`config.mk`:
```
export PLATFORM = sky130hd
export DESIGN_NAME = uart_flow_ctrl
export DESIGN_NICKNAME = d
export VERILOG_FILES = /design/src/rtl/uart_fc_pkg.sv /design/src/rtl/fc_cts_sync.sv /design/src/rtl/fc_tx_gate.sv /design/src/rtl/fc_rts_ctrl.sv /design/src/rtl/fc_flush_ctrl.sv /design/src/rtl/uart_flow_ctrl.sv
export SDC_FILE = /design/constraint.sdc
export NUM_CORES = 1
export LEC_CHECK = 0
export BUFFER_PORTS_ARGS = -buffer_cell sky130_fd_sc_hd__buf_2
export CAP_MARGIN = 40
export CORE_UTILIZATION = 30
export DETAILED_ROUTE_END_ITERATION = 8
export PLACE_DENSITY = 0.74
export SYNTH_ARGS = -nofsm -noshare
export SYNTH_HDL_FRONTEND = slang
export SYNTH_HIERARCHICAL = 1
export SYNTH_SLANG_ARGS = --single-unit
export TNS_END_PERCENT = 20
```
`constraint.sdc`:
```
create_clock -name clk -period 1.15 [get_ports clk]
set_input_delay 0.0575 -clock clk [delete_from_list [all_inputs] [get_ports clk]]
set_output_delay 0.0575 -clock clk [all_outputs]
set_load 0.05 [all_outputs]
```
`src/rtl/uart_fc_pkg.sv`:
```
package uart_fc_pkg;

  typedef enum logic {
    GATE_IDLE   = 1'b0,
    GATE_ACTIVE = 1'b1
  } gate_state_e;

  // Pin level that represents a logical "asserted" state under the polarity bit.
  function automatic logic hs_pin_level(input logic asserted, input logic act_low);
    return act_low ? ~asserted : asserted;
  endfunction

  // Logical "asserted" state carried by a pin level under the polarity bit.
  function automatic logic hs_pin_meaning(input logic pin, input logic act_low);
    return act_low ? ~pin : pin;
  endfunction

endpackage

```
`src/rtl/fc_cts_sync.sv`:
```
module fc_cts_sync #(
  parameter int STAGES = 2
) (
  input  logic clk,
  input  logic rst_n,
  input  logic cts_pin,
  input  logic act_low,
  output logic cts_active
);
  import uart_fc_pkg::*;

  logic [STAGES-1:0] chain_q;

  generate
    if (STAGES == 1) begin : g_single
      always_ff @(posedge clk or negedge rst_n) begin
        if (!rst_n) chain_q <= '0;
        else        chain_q <= cts_pin;
      end
    end else begin : g_multi
      always_ff @(posedge clk or negedge rst_n) begin
        if (!rst_n) chain_q <= '0;
        else        chain_q <= {chain_q[STAGES-2:0], cts_pin};
      end
    end
  endgenerate

  assign cts_active = hs_pin_meaning(chain_q[STAGES-1], act_low);

endmodule

```
`src/rtl/fc_tx_gate.sv`:
```
module fc_tx_gate (
  input  logic clk,
  input  logic rst_n,
  input  logic enable,
  input  logic hs_en,
  input  logic cts_active,
  input  logic has_data,
  input  logic tx_busy,
  input  logic tx_done,
  output logic tx_start
);
  import uart_fc_pkg::*;

  gate_state_e state_q;
  logic        clear_to_go;
  logic        go;

  assign clear_to_go = !hs_en || cts_active;
  assign go = enable && (state_q == GATE_IDLE) && has_data && !tx_busy && clear_to_go;

  always_ff @(posedge clk or negedge rst_n) begin
    if (!rst_n) begin
      state_q  <= GATE_IDLE;
      tx_start <= 1'b0;
    end else begin
      tx_start <= go;
      case (state_q)
        GATE_IDLE:   if (go) state_q <= GATE_ACTIVE;
        GATE_ACTIVE: if (tx_done) state_q <= GATE_IDLE;
        default:     state_q <= GATE_IDLE;
      endcase
    end
  end

  // a grant never repeats on the next cycle
  p_single_grant_r3: assert property (@(posedge clk) disable iff (!rst_n)
    tx_start |=> !tx_start);

  // a busy shifter is never granted
  p_busy_blocks_r3: assert property (@(posedge clk) disable iff (!rst_n)
    tx_busy |=> !tx_start);

  // handshake on with CTS inactive never leads to a grant
  p_cts_holds_r4: assert property (@(posedge clk) disable iff (!rst_n)
    (hs_en && !cts_active) |=> !tx_start);

  // a disabled UART never grants
  p_disabled_idle_r8: assert property (@(posedge clk) disable iff (!rst_n)
    !enable |=> !tx_start);

endmodule

```
`src/rtl/fc_rts_ctrl.sv`:
```
module fc_rts_ctrl #(
  parameter int LVL_W = 7,
  parameter int THR_W = 6
) (
  input  logic             clk,
  input  logic             rst_n,
  input  logic             enable,
  input  logic             hs_en,
  input  logic             act_low,
  input  logic [THR_W-1:0] thr,
  input  logic [LVL_W-1:0] rx_level,
  output logic             rts_pin
);
  import uart_fc_pkg::*;

  localparam int CMP_W = (LVL_W > THR_W) ? LVL_W : THR_W;

  function automatic logic room_left(input logic [LVL_W-1:0] lvl, input logic [THR_W-1:0] t);
    return CMP_W'(lvl) < CMP_W'(t);
  endfunction

  logic want_data;
  logic rts_asserted_q;

  assign want_data = enable && hs_en && room_left(rx_level, thr);

  always_ff @(posedge clk or negedge rst_n) begin
    if (!rst_n) begin
      rts_asserted_q <= 1'b0;
      rts_pin        <= 1'b0;
    end else begin
      rts_asserted_q <= want_data;
      rts_pin        <= hs_pin_level(want_data, act_low);
    end
  end

  // handshake off leaves RTS inactive
  p_rts_idle_r1: assert property (@(posedge clk) disable iff (!rst_n)
    !hs_en |=> (rts_pin == $past(act_low)));

  // reaching the threshold withdraws RTS
  p_rts_full_r5: assert property (@(posedge clk) disable iff (!rst_n)
    (CMP_W'(rx_level) >= CMP_W'(thr)) |=> !rts_asserted_q);

  // a zero threshold keeps RTS withdrawn
  p_zero_thr_r6: assert property (@(posedge clk) disable iff (!rst_n)
    (thr == '0) |=> (rts_pin == $past(act_low)));

endmodule

```
`src/rtl/fc_flush_ctrl.sv`:
```
module fc_flush_ctrl (
  input  logic clk,
  input  logic rst_n,
  input  logic enable,
  input  logic tx_flush_set,
  input  logic rx_flush_set,
  output logic en_fall,
  output logic tx_flush,
  output logic rx_flush
);
  logic en_q;

  assign en_fall = en_q && !enable;

  always_ff @(posedge clk or negedge rst_n) begin
    if (!rst_n) begin
      en_q     <= 1'b0;
      tx_flush <= 1'b0;
      rx_flush <= 1'b0;
    end else begin
      en_q     <= enable;
      tx_flush <= tx_flush_set || en_fall;
      rx_flush <= rx_flush_set || en_fall;
    end
  end

  // a flush write always yields its pulse
  p_tx_flush_r7: assert property (@(posedge clk) disable iff (!rst_n)
    tx_flush_set |=> tx_flush);
  p_rx_flush_r7: assert property (@(posedge clk) disable iff (!rst_n)
    rx_flush_set |=> rx_flush);

  // turning the UART off flushes both FIFOs
  p_off_flush_r8: assert property (@(posedge clk) disable iff (!rst_n)
    en_fall |=> (tx_flush && rx_flush));

endmodule

```
`src/rtl/uart_flow_ctrl.sv`:
```
module uart_flow_ctrl #(
  parameter int FIFO_DEPTH  = 64,
  parameter int THR_W       = 6,
  parameter int SYNC_STAGES = 2,
  localparam int LVL_W      = $clog2(FIFO_DEPTH + 1)
) (
  input  logic             clk,
  input  logic             rst_n,
  input  logic             cfg_enable,
  input  logic             cfg_hs_en,
  input  logic             cfg_act_low,
  input  logic [THR_W-1:0] cfg_rts_thr,
  input  logic             cfg_tx_flush_set,
  input  logic             cfg_rx_flush_set,
  input  logic             cts_pin,
  input  logic [LVL_W-1:0] tx_fifo_level,
  input  logic [LVL_W-1:0] rx_fifo_level,
  input  logic             tx_busy,
  input  logic             tx_done,
  output logic             rts_pin,
  output logic             tx_start,
  output logic             tx_flush,
  output logic             rx_flush
);
  // Named internal events, visible to assertions
  logic cts_active;
  logic tx_has_data;
  logic en_fall;

  assign tx_has_data = (tx_fifo_level != '0);

  fc_cts_sync #(.STAGES(SYNC_STAGES)) u_sync (
    .clk        (clk),
    .rst_n      (rst_n),
    .cts_pin    (cts_pin),
    .act_low    (cfg_act_low),
    .cts_active (cts_active)
  );

  fc_tx_gate u_gate (
    .clk        (clk),
    .rst_n      (rst_n),
    .enable     (cfg_enable),
    .hs_en      (cfg_hs_en),
    .cts_active (cts_active),
    .has_data   (tx_has_data),
    .tx_busy    (tx_busy),
    .tx_done    (tx_done),
    .tx_start   (tx_start)
  );

  fc_rts_ctrl #(.LVL_W(LVL_W), .THR_W(THR_W)) u_rts (
    .clk      (clk),
    .rst_n    (rst_n),
    .enable   (cfg_enable),
    .hs_en    (cfg_hs_en),
    .act_low  (cfg_act_low),
    .thr      (cfg_rts_thr),
    .rx_level (rx_fifo_level),
    .rts_pin  (rts_pin)
  );

  fc_flush_ctrl u_flush (
    .clk          (clk),
    .rst_n        (rst_n),
    .enable       (cfg_enable),
    .tx_flush_set (cfg_tx_flush_set),
    .rx_flush_set (cfg_rx_flush_set),
    .en_fall      (en_fall),
    .tx_flush     (tx_flush),
    .rx_flush     (rx_flush)
  );

  // an empty transmit FIFO never leads to a grant
  p_empty_no_grant_r3: assert property (@(posedge clk) disable iff (!rst_n)
    !tx_has_data |=> !tx_start);

  // while disabled, RTS is held inactive
  p_off_rts_r8: assert property (@(posedge clk) disable iff (!rst_n)
    !cfg_enable |=> (rts_pin == $past(cfg_act_low)));

endmodule

```
==> flow_summary.toml, run 1 <==
[global_route]
grt_max_degree = 9
grt-ovfl-total = 0
grt_pass1_wl_um = 1280
grt_usage_pct = 12.9
antenna_found_initial = 0
first_global_vias = 369

[power_and_ir_drop]
switching_share_pct = 27.7
report.power.total_uw = 714
power.switching_uw = 198
seqPwrFrac_pct = 43.4
cellLeakagePower_nw = 0.396
ir_drop_mv = 0.615
powerDensity_mw_per_mm2 = 977
combPwrFrac_pct = 26.7
pwr-share-clk_pct = 29.9
internal_power_uw = 516

[cells_and_area]
nFillCells = 124
final_cell_mix = "buf_2 (33), dfrtp_1 (8), dlygate4sd3_1 (7)"
fin_nets = 119
layout_commonest_cell = "buf_2"
areaGrowthSynthToFinish_pct = 65.4
drive_gt1_share_pct = 51.2
fin_area_um2 = 731
diodes = 0

[drt]
via_count = 432
via_per_inst = 4.45
drt_iter0_markers = 0
wl_um = 929
firstDrtPassIters = 1
route.detailed.drc = 0
postRouteAntennaNets = 0
post_drt_wl_per_cell_um = 9.58

[clocking]
clk_pin_slew_worst_paths_ns = 0.05
cts_tree = "yes"
cts_resized = 0
post_cts_buffers = 0
ctsLongestPathBuffers = 2
numCtsBuffers = 3
clock-root-buffer = "clkbuf_4"
cts_htree_levels = 1
clock_latency_ns = 0.25
clock-sinks = 8

[timing]
setup_violations = 0
skew_ns = 0.00375
finalMaxSlewViolations = 0
hold_viol = 0
worstMarginPinSlew_ns = 0.234
fin_crit_ns = 1.04
relSlewSlack_pct = 84.3
rsz0062_at_grt = "false"
max_freq_mhz = 963
post-route-period-util_pct = 90.3

[setup_path]
reg2reg_setup_slack_ns = 0.24
criticalPathCategory = "in2reg"
reg2reg_from = "u_sync/chain_q[1]"
path_max_fanout = 2
r2r_end = "u_gate/state_q"
setup.worst_path.start_class = "input port"
crit_family = "buffers and inverters"
critPathCaptureType = "flop"
slowest_delay_ns = 0.54
worst-r2r-cell-count = 3
critPathRequiredTime_ns = 1.28
arrival_ns = 1.17
crit_path_cell_trace = "dlygate4sd3_1 -> buf_2 -> xor2_1 -> nor2b_1 -> o41ai_2"
crit_buf_inv = 2
critPathSlowestCell = "dlygate4sd3_1"

[placed_design]
port_buffers = 33
dp_hpwl_um = 740
dpl-instance-area_um2 = 638
finalWeightedCongestion = 0.591

[synth]
syn_avg_cell_area_um2 = 11.3
synth_nets = 74
synthCells = 39
synthesis.area_um2 = 442
ys_warn_count = 6

[status]
status = "finished, final reports clean"

[floorplan]
die_area_mm2 = 0.00163
die_w_um = 40.4
std_cell_rows = 13
start_util_pct = 33.1
core_area_mm2 = 0.00133
ios = 34
die_y_um = 40.4

[hold_path]
hold_path.class = "in2reg"
min-delay-start = "tx_done"
min_to = "u_gate/state_q"
hold_path_depth = 3

[flow_run]
drv_cap = 0
## metal layers
metal / global-route usage, % / vias to the layer above / wire (um) / share of wire (%)
met3: 10.0 / 0 / 75 / 8.1
met5: 0 / - / 0 / 0
met2: 21.0 / 22 / 509 / 55
li1: - / 222 / - / -
met4: 5.00 / 0 / 0 / 0
met1: 12.1 / 188 / 343 / 37
## worst register-to-register path: stages, from the launching register on
cell,delay (ns)
dfrtp_1,0.37
xor2_1,0.14
nor2b_1,0.20
o41ai_2,0.08
## worst max path at each step
stage                     start             end  slack, ns  cells after the start
2_1_floorplan    cfg_rts_thr[4]   u_rts/rts_pin       0.05                      6
3_3_place_gp   rx_fifo_level[4]   u_rts/rts_pin      -0.08                      6
3_5_place_dp   rx_fifo_level[4]   u_rts/rts_pin      -0.11                      6
4_1_cts        rx_fifo_level[4]   u_rts/rts_pin       0.16                      6
5_1_grt             cfg_act_low  u_gate/state_q       0.08                      5
6_report            cfg_act_low  u_gate/state_q       0.11                      5
## metrics by stage
step / cells / worst slack (ns) / TNS, ns / hold slack, ns / utilization [%]
global route: 97 / 0.0777 / 0 / 0.0870 / 54.8
finish: 97 / 0.111 / 0 / 0.0794 / 54.8
detailed placement: 87 / -0.112 / -0.112 / -0.0930 / 47.8
CTS: 95 / 0.156 / 0 / 0.0000350 / 53.3
floorplan: 39 / 0.0518 / 0 / -0.238 / -
global placement: 87 / -0.0809 / -0.0809 / -0.0972 / 47.8
## cell type report
cell class	count	area, um^2	share of cell area (%)
tap	15	18.8	2.57
clock buffer	3	22.5	3.08
timing repair buffer	40	235	32.2
inverter	5	18.8	2.57
sequential	8	200	27.4
multi-input combinational	26	235	32.2
## state kept, by name, summed over array words and instances, names as in the netlist
signal / count
u_flush/en_q: 1
u_gate/tx_start: 1
u_gate/state_q: 1
u_flush/rx_flush: 1
u_flush/tx_flush: 1
u_sync/chain_q: 2
u_rts/rts_pin: 1
## power groups by stage
stage	registers [mW]	logic, mW	clock network (mW)
2_1_floorplan	0.350	0.0615	0
6_report	0.310	0.191	0.213
3_5_place_dp	0.315	0.175	0
4_1_cts	0.310	0.189	0.218
3_3_place_gp	0.314	0.171	0
5_1_grt	0.313	0.211	0.240
## what timing repair did
| action | in CTS | in global routing |
|---|---|---|
| endpoints found under the setup margin | 0 | 0 |
| endpoints found under the hold margin | 12 | 2 |
| hold buffers | 5 | 2 |
No activity file was read; power rests on OpenSTA's default activity.
==> run 2, diff against run 1 <==
--- a/config.mk
+++ b/config.mk
@@ -9,7 +9,8 @@
 export CAP_MARGIN = 40
 export CORE_UTILIZATION = 30
 export DETAILED_ROUTE_END_ITERATION = 8
-export PLACE_DENSITY = 0.74
+export PLACE_DENSITY = 0.7
+export SETUP_SLACK_MARGIN = 0.15
 export SYNTH_ARGS = -nofsm -noshare
 export SYNTH_HDL_FRONTEND = slang
 export SYNTH_HIERARCHICAL = 1
==> flow_summary.toml, run 2 (same netlist as run 1, synthesis figures left out) <==
[cells_and_area]
fin_cells = 96
diodes = 0
layout_commonest_cell = "buf_2"
regMostFlops = "u_sync/chain_q"
drive_gt1_share_pct = 53.1
largest_reg_flops = 2
final_util_pct = 55.8
areaGrowthSynthToFinish_pct = 68.6
fin_nets = 118
final_cell_mix = "buf_2 (33), dfrtp_1 (8), dlygate4sd3_1 (6)"

[timing]
skew_ns = 0.00102
rsz0062_at_grt = "true"
worstMarginPinSlew_ns = 0.231
relSlewSlack_pct = 84.5
post-route-period-util_pct = 87.1
finalMaxSlewViolations = 0
setup_violations = 0
hold_viol = 0
fin_ws_ns = 0.148
hold_ws_ns = 0.0330
max_freq_mhz = 998
fin_crit_ns = 1.00

[setup_path]
crit_path_cell_trace = "buf_2 -> inv_6 -> ha_4 -> a21o_1 -> a2111oi_4 -> o21ai_1 -> xnor2_1"
critPathRequiredTime_ns = 1.28
setup.worst_path.start_class = "input port"
critPathSlowestCell = "a2111oi_4"
path_max_fanout = 2
criticalPathCategory = "in2reg"
crit_buf_inv = 2
slowest_delay_ns = 0.28
critPathCaptureType = "flop"
arrival_ns = 1.13
reg2reg_setup_slack_ns = 0.23
crit_family = "compound AO/OA/AOI/OAI gates"

[drt]
postRouteAntennaNets = 0
via_count = 452
wl_um = 899
post_drt_wl_per_cell_um = 9.36
firstDrtPassIters = 2
route.detailed.drc = 0
via_per_inst = 4.71
drt_iter0_markers = 2

[hold_path]
hold_path.class = "in2reg"

[clocking]
clk_pin_slew_worst_paths_ns = 0.05
post_cts_buffers = 0
ctsLongestPathBuffers = 2
cts_htree_levels = 1
cts_tree = "yes"
numCtsBuffers = 3
clock_latency_ns = 0.25
clock-root-buffer = "clkbuf_4"
clock-sinks = 8

[global_route]
antenna_found_initial = 0
grt-ovfl-total = 0
grt_pass1_wl_um = 1490
grt_usage_pct = 14.7
first_global_vias = 434
grt_max_degree = 9

[floorplan]
core_area_mm2 = 0.00133
std_cell_rows = 13
start_util_pct = 33.1
die_y_um = 40.4
die_area_mm2 = 0.00163
die_w_um = 40.4
ios = 34

[flow_run]
drv_cap = 0

[placed_design]
dp_hpwl_um = 729
pre_cts_slack_ns = -0.129
port_buffers = 33
finalWeightedCongestion = 0.629
place_inst = 87

[status]
status = "finished, final reports clean"

[power_and_ir_drop]
cellLeakagePower_nw = 0.393
powerDensity_mw_per_mm2 = 955
ir_drop_mv = 0.810
report.power.total_uw = 711
## run 2: changes by cell type in the layout (fill, tap and decap cells not counted)
cell,before,now
dlygate4sd3_1,7,6
nor4_1,2,1
inv_6,0,1
a2111oi_2,1,0
inv_2,1,0
a2111oi_4,0,1
nor4_2,0,1
## run 2: path summary, 6_finish.rpt
path,start,endpoint,cells after the start
max in group asynchronous,rst_n,u_flush/tx_flush,2
worst min-delay path,cfg_act_low,u_rts/rts_pin,2
worst min register to register,u_sync/chain_q[0],u_sync/chain_q[1],0
min in group asynchronous,rst_n,u_sync/chain_q[1],2
worst max-delay path,cfg_rts_thr[4],u_rts/rts_pin,7
worst max register to register,u_sync/chain_q[1],u_gate/state_q,3
## run 2: metal layers
metal  wire length (um)  GRT usage [%]
met2                471           27.8
met5                  0              0
met4                  0           2.50
met1                333           12.5
met3                 95           10.0
## run 2: cell type report
type                            instances  area [um^2]
Sequential cell                         8          200
Inverter                                5         23.8
Timing Repair Buffer                   39          225
Fill cell                             125          589
Tap cell                               15         18.8
Clock buffer                            3         22.5
Multi-Input combinational cell         26          254
## run 2: what timing repair did
action                                 in CTS  in global routing
endpoints found under the hold margin      13                  0
resized for setup                           0                  2
setup endpoints to repair                   1                  2
pin swaps                                   1                  2
hold buffers                                6                  0
cloned                                      0                  0
## run 2: stage by stage
stage	TNS, ns	cell area (um^2)
floorplan	0	459
global placement	-0.0956	643
detailed placement	-0.129	643
CTS	0	726
global route	0	744
finish	0	744
## run 2: where the power goes
group          leakage, nW  internal, mW  total [mW]  switching (mW)
clock               0.0138         0.118       0.200          0.0813
combinational        0.285        0.0975       0.200           0.103
sequential          0.0949         0.302       0.311         0.00939
total                0.393         0.517       0.711           0.193
==> run 3, diff against run 2 <==
==> constraint.sdc (replaced) <==
create_clock -name clk -period 1.15 [get_ports clk]
set_input_delay 0.345 -clock clk [delete_from_list [all_inputs] [get_ports clk]]
set_output_delay 0.345 -clock clk [all_outputs]
set_load 0.05 [all_outputs]
==> flow_summary.toml, run 3 (same netlist as run 1, synthesis figures left out) <==
[timing]
fin_crit_ns = 1.27
relSlewSlack_pct = 81.7
finalMaxSlewViolations = 0
tns_ns = -0.119
post-route-period-util_pct = 110
max_freq_mhz = 788
setup_violations = 1
skew_ns = 0.000477
fin_ws_ns = -0.119
hold_viol = 0
rsz0062_at_grt = "true"
worstMarginPinSlew_ns = 0.273

[drt]
wl_um = 954
route.detailed.drc = 0
via_count = 428
firstDrtPassIters = 3
post_drt_wl_per_cell_um = 10.4
drt_iter0_markers = 3
postRouteAntennaNets = 0
via_per_inst = 4.65

[cells_and_area]
regMostFlops = "u_sync/chain_q"
fin_nets = 114
nFillCells = 127
largest_reg_flops = 2
layout_commonest_cell = "buf_2"
diodes = 0
areaGrowthSynthToFinish_pct = 70.3
fin_area_um2 = 752
fin_cells = 92
drive_gt1_share_pct = 58.4
final_cell_mix = "buf_2 (27), dfrtp_1 (8), buf_6 (5)"

[setup_path]
critPathSlowestCell = "a2111oi_4"
crit_family = "compound AO/OA/AOI/OAI gates"
criticalPathCategory = "in2reg"
critPathCaptureType = "flop"
slowest_delay_ns = 0.28
setup.worst_path.start_class = "input port"
arrival_ns = 1.43
path_max_fanout = 2
crit_path_cell_trace = "buf_6 -> ha_4 -> a21o_1 -> a2111oi_4 -> o21ai_1 -> xnor2_1"
crit_buf_inv = 1
critPathRequiredTime_ns = 1.31

[floorplan]
die_w_um = 40.4
die_area_mm2 = 0.00163
start_util_pct = 33.1
die_y_um = 40.4
std_cell_rows = 13
core_area_mm2 = 0.00133
ios = 34

[power_and_ir_drop]
switching_share_pct = 27.3
combPwrFrac_pct = 29.1
pwr-share-clk_pct = 28.0
report.power.total_uw = 731
powerDensity_mw_per_mm2 = 972
cellLeakagePower_nw = 0.388
ir_drop_mv = 0.529
power.switching_uw = 200
internal_power_uw = 531
seqPwrFrac_pct = 42.9

[clocking]
post_cts_buffers = 0
cts_htree_levels = 1
cts_tree = "yes"
clk_pin_slew_worst_paths_ns = 0.05
clock_latency_ns = 0.25
numCtsBuffers = 3
ctsLongestPathBuffers = 2
clock-root-buffer = "clkbuf_4"
clock-sinks = 8

[placed_design]
finalWeightedCongestion = 0.640
place_inst = 88
dpl-instance-area_um2 = 651
dp_hpwl_um = 748
port_buffers = 33

[global_route]
grt_max_degree = 9
antenna_found_initial = 0
grt-ovfl-total = 0
grt_pass1_wl_um = 1440
first_global_vias = 395
grt_usage_pct = 14.3

[hold_path]
hold_path.class = "in2reg"

[flow_run]
drv_cap = 0

[status]
violations = "setup timing"
status = "complete, but fails checks"
## run 3: per-layer routing
metal / wire length [um] / GRT usage [%]
met1: 338 / 12.5
met2: 526 / 27.4
met3: 89 / 8.89
met4: 0 / 2.50
met5: 0 / 0
## run 3: final cells by class
type                            instances  area (um^2)  share of cell area (%)
Clock buffer                            3         22.5                    3.00
Multi-Input combinational cell         26          263                    34.9
Tap cell                               15         18.8                    2.50
Inverter                                5         23.8                    3.16
Sequential cell                         8          200                    26.6
Timing Repair Buffer                   35          224                    29.8
## run 3: repair_timing
item                                   CTS  global route
hold buffers                             1             0
setup endpoints to repair                5             5
endpoints found under the hold margin    8             0
gates resized for setup                 12             4
pin swaps                                1             2
## run 3: power groups by stage
stage | clock, mW | combinational [mW] | sequential (mW)
2_1_floorplan | 0 | 0.0624 | 0.350
3_3_place_gp | 0 | 0.175 | 0.314
3_5_place_dp | 0 | 0.180 | 0.315
4_1_cts | 0.215 | 0.201 | 0.313
5_1_grt | 0.232 | 0.235 | 0.315
6_report | 0.205 | 0.213 | 0.313
## run 3: path summary, 6_finish.rpt
check | startpoint | end | slack, ns | depth (start not counted)
max in group asynchronous | rst_n | u_sync/chain_q[1] | 0.51 | 2
min in group asynchronous | rst_n | u_gate/tx_start | 0.48 | 2
worst min-delay path | cts_pin | u_sync/chain_q[0] | 0.20 | 1
worst max-delay path | rx_fifo_level[4] | u_rts/rts_pin | -0.12 | 6
worst max register to register | u_sync/chain_q[1] | u_gate/tx_start | 0.24 | 3
worst min register to register | u_sync/chain_q[0] | u_sync/chain_q[1] | 0.36 | 0
## run 3: per-stage QoR
step	hold WS, ns	setup slack [ns]	utilization [%]
after global routing	0.185	-0.181	56.4
after floorplan	0.0494	-0.223	-
final	0.201	-0.119	56.4
after global placement	0.188	-0.383	48.8
after CTS	0.190	-0.114	54.3
after detailed placement	0.194	-0.412	48.8
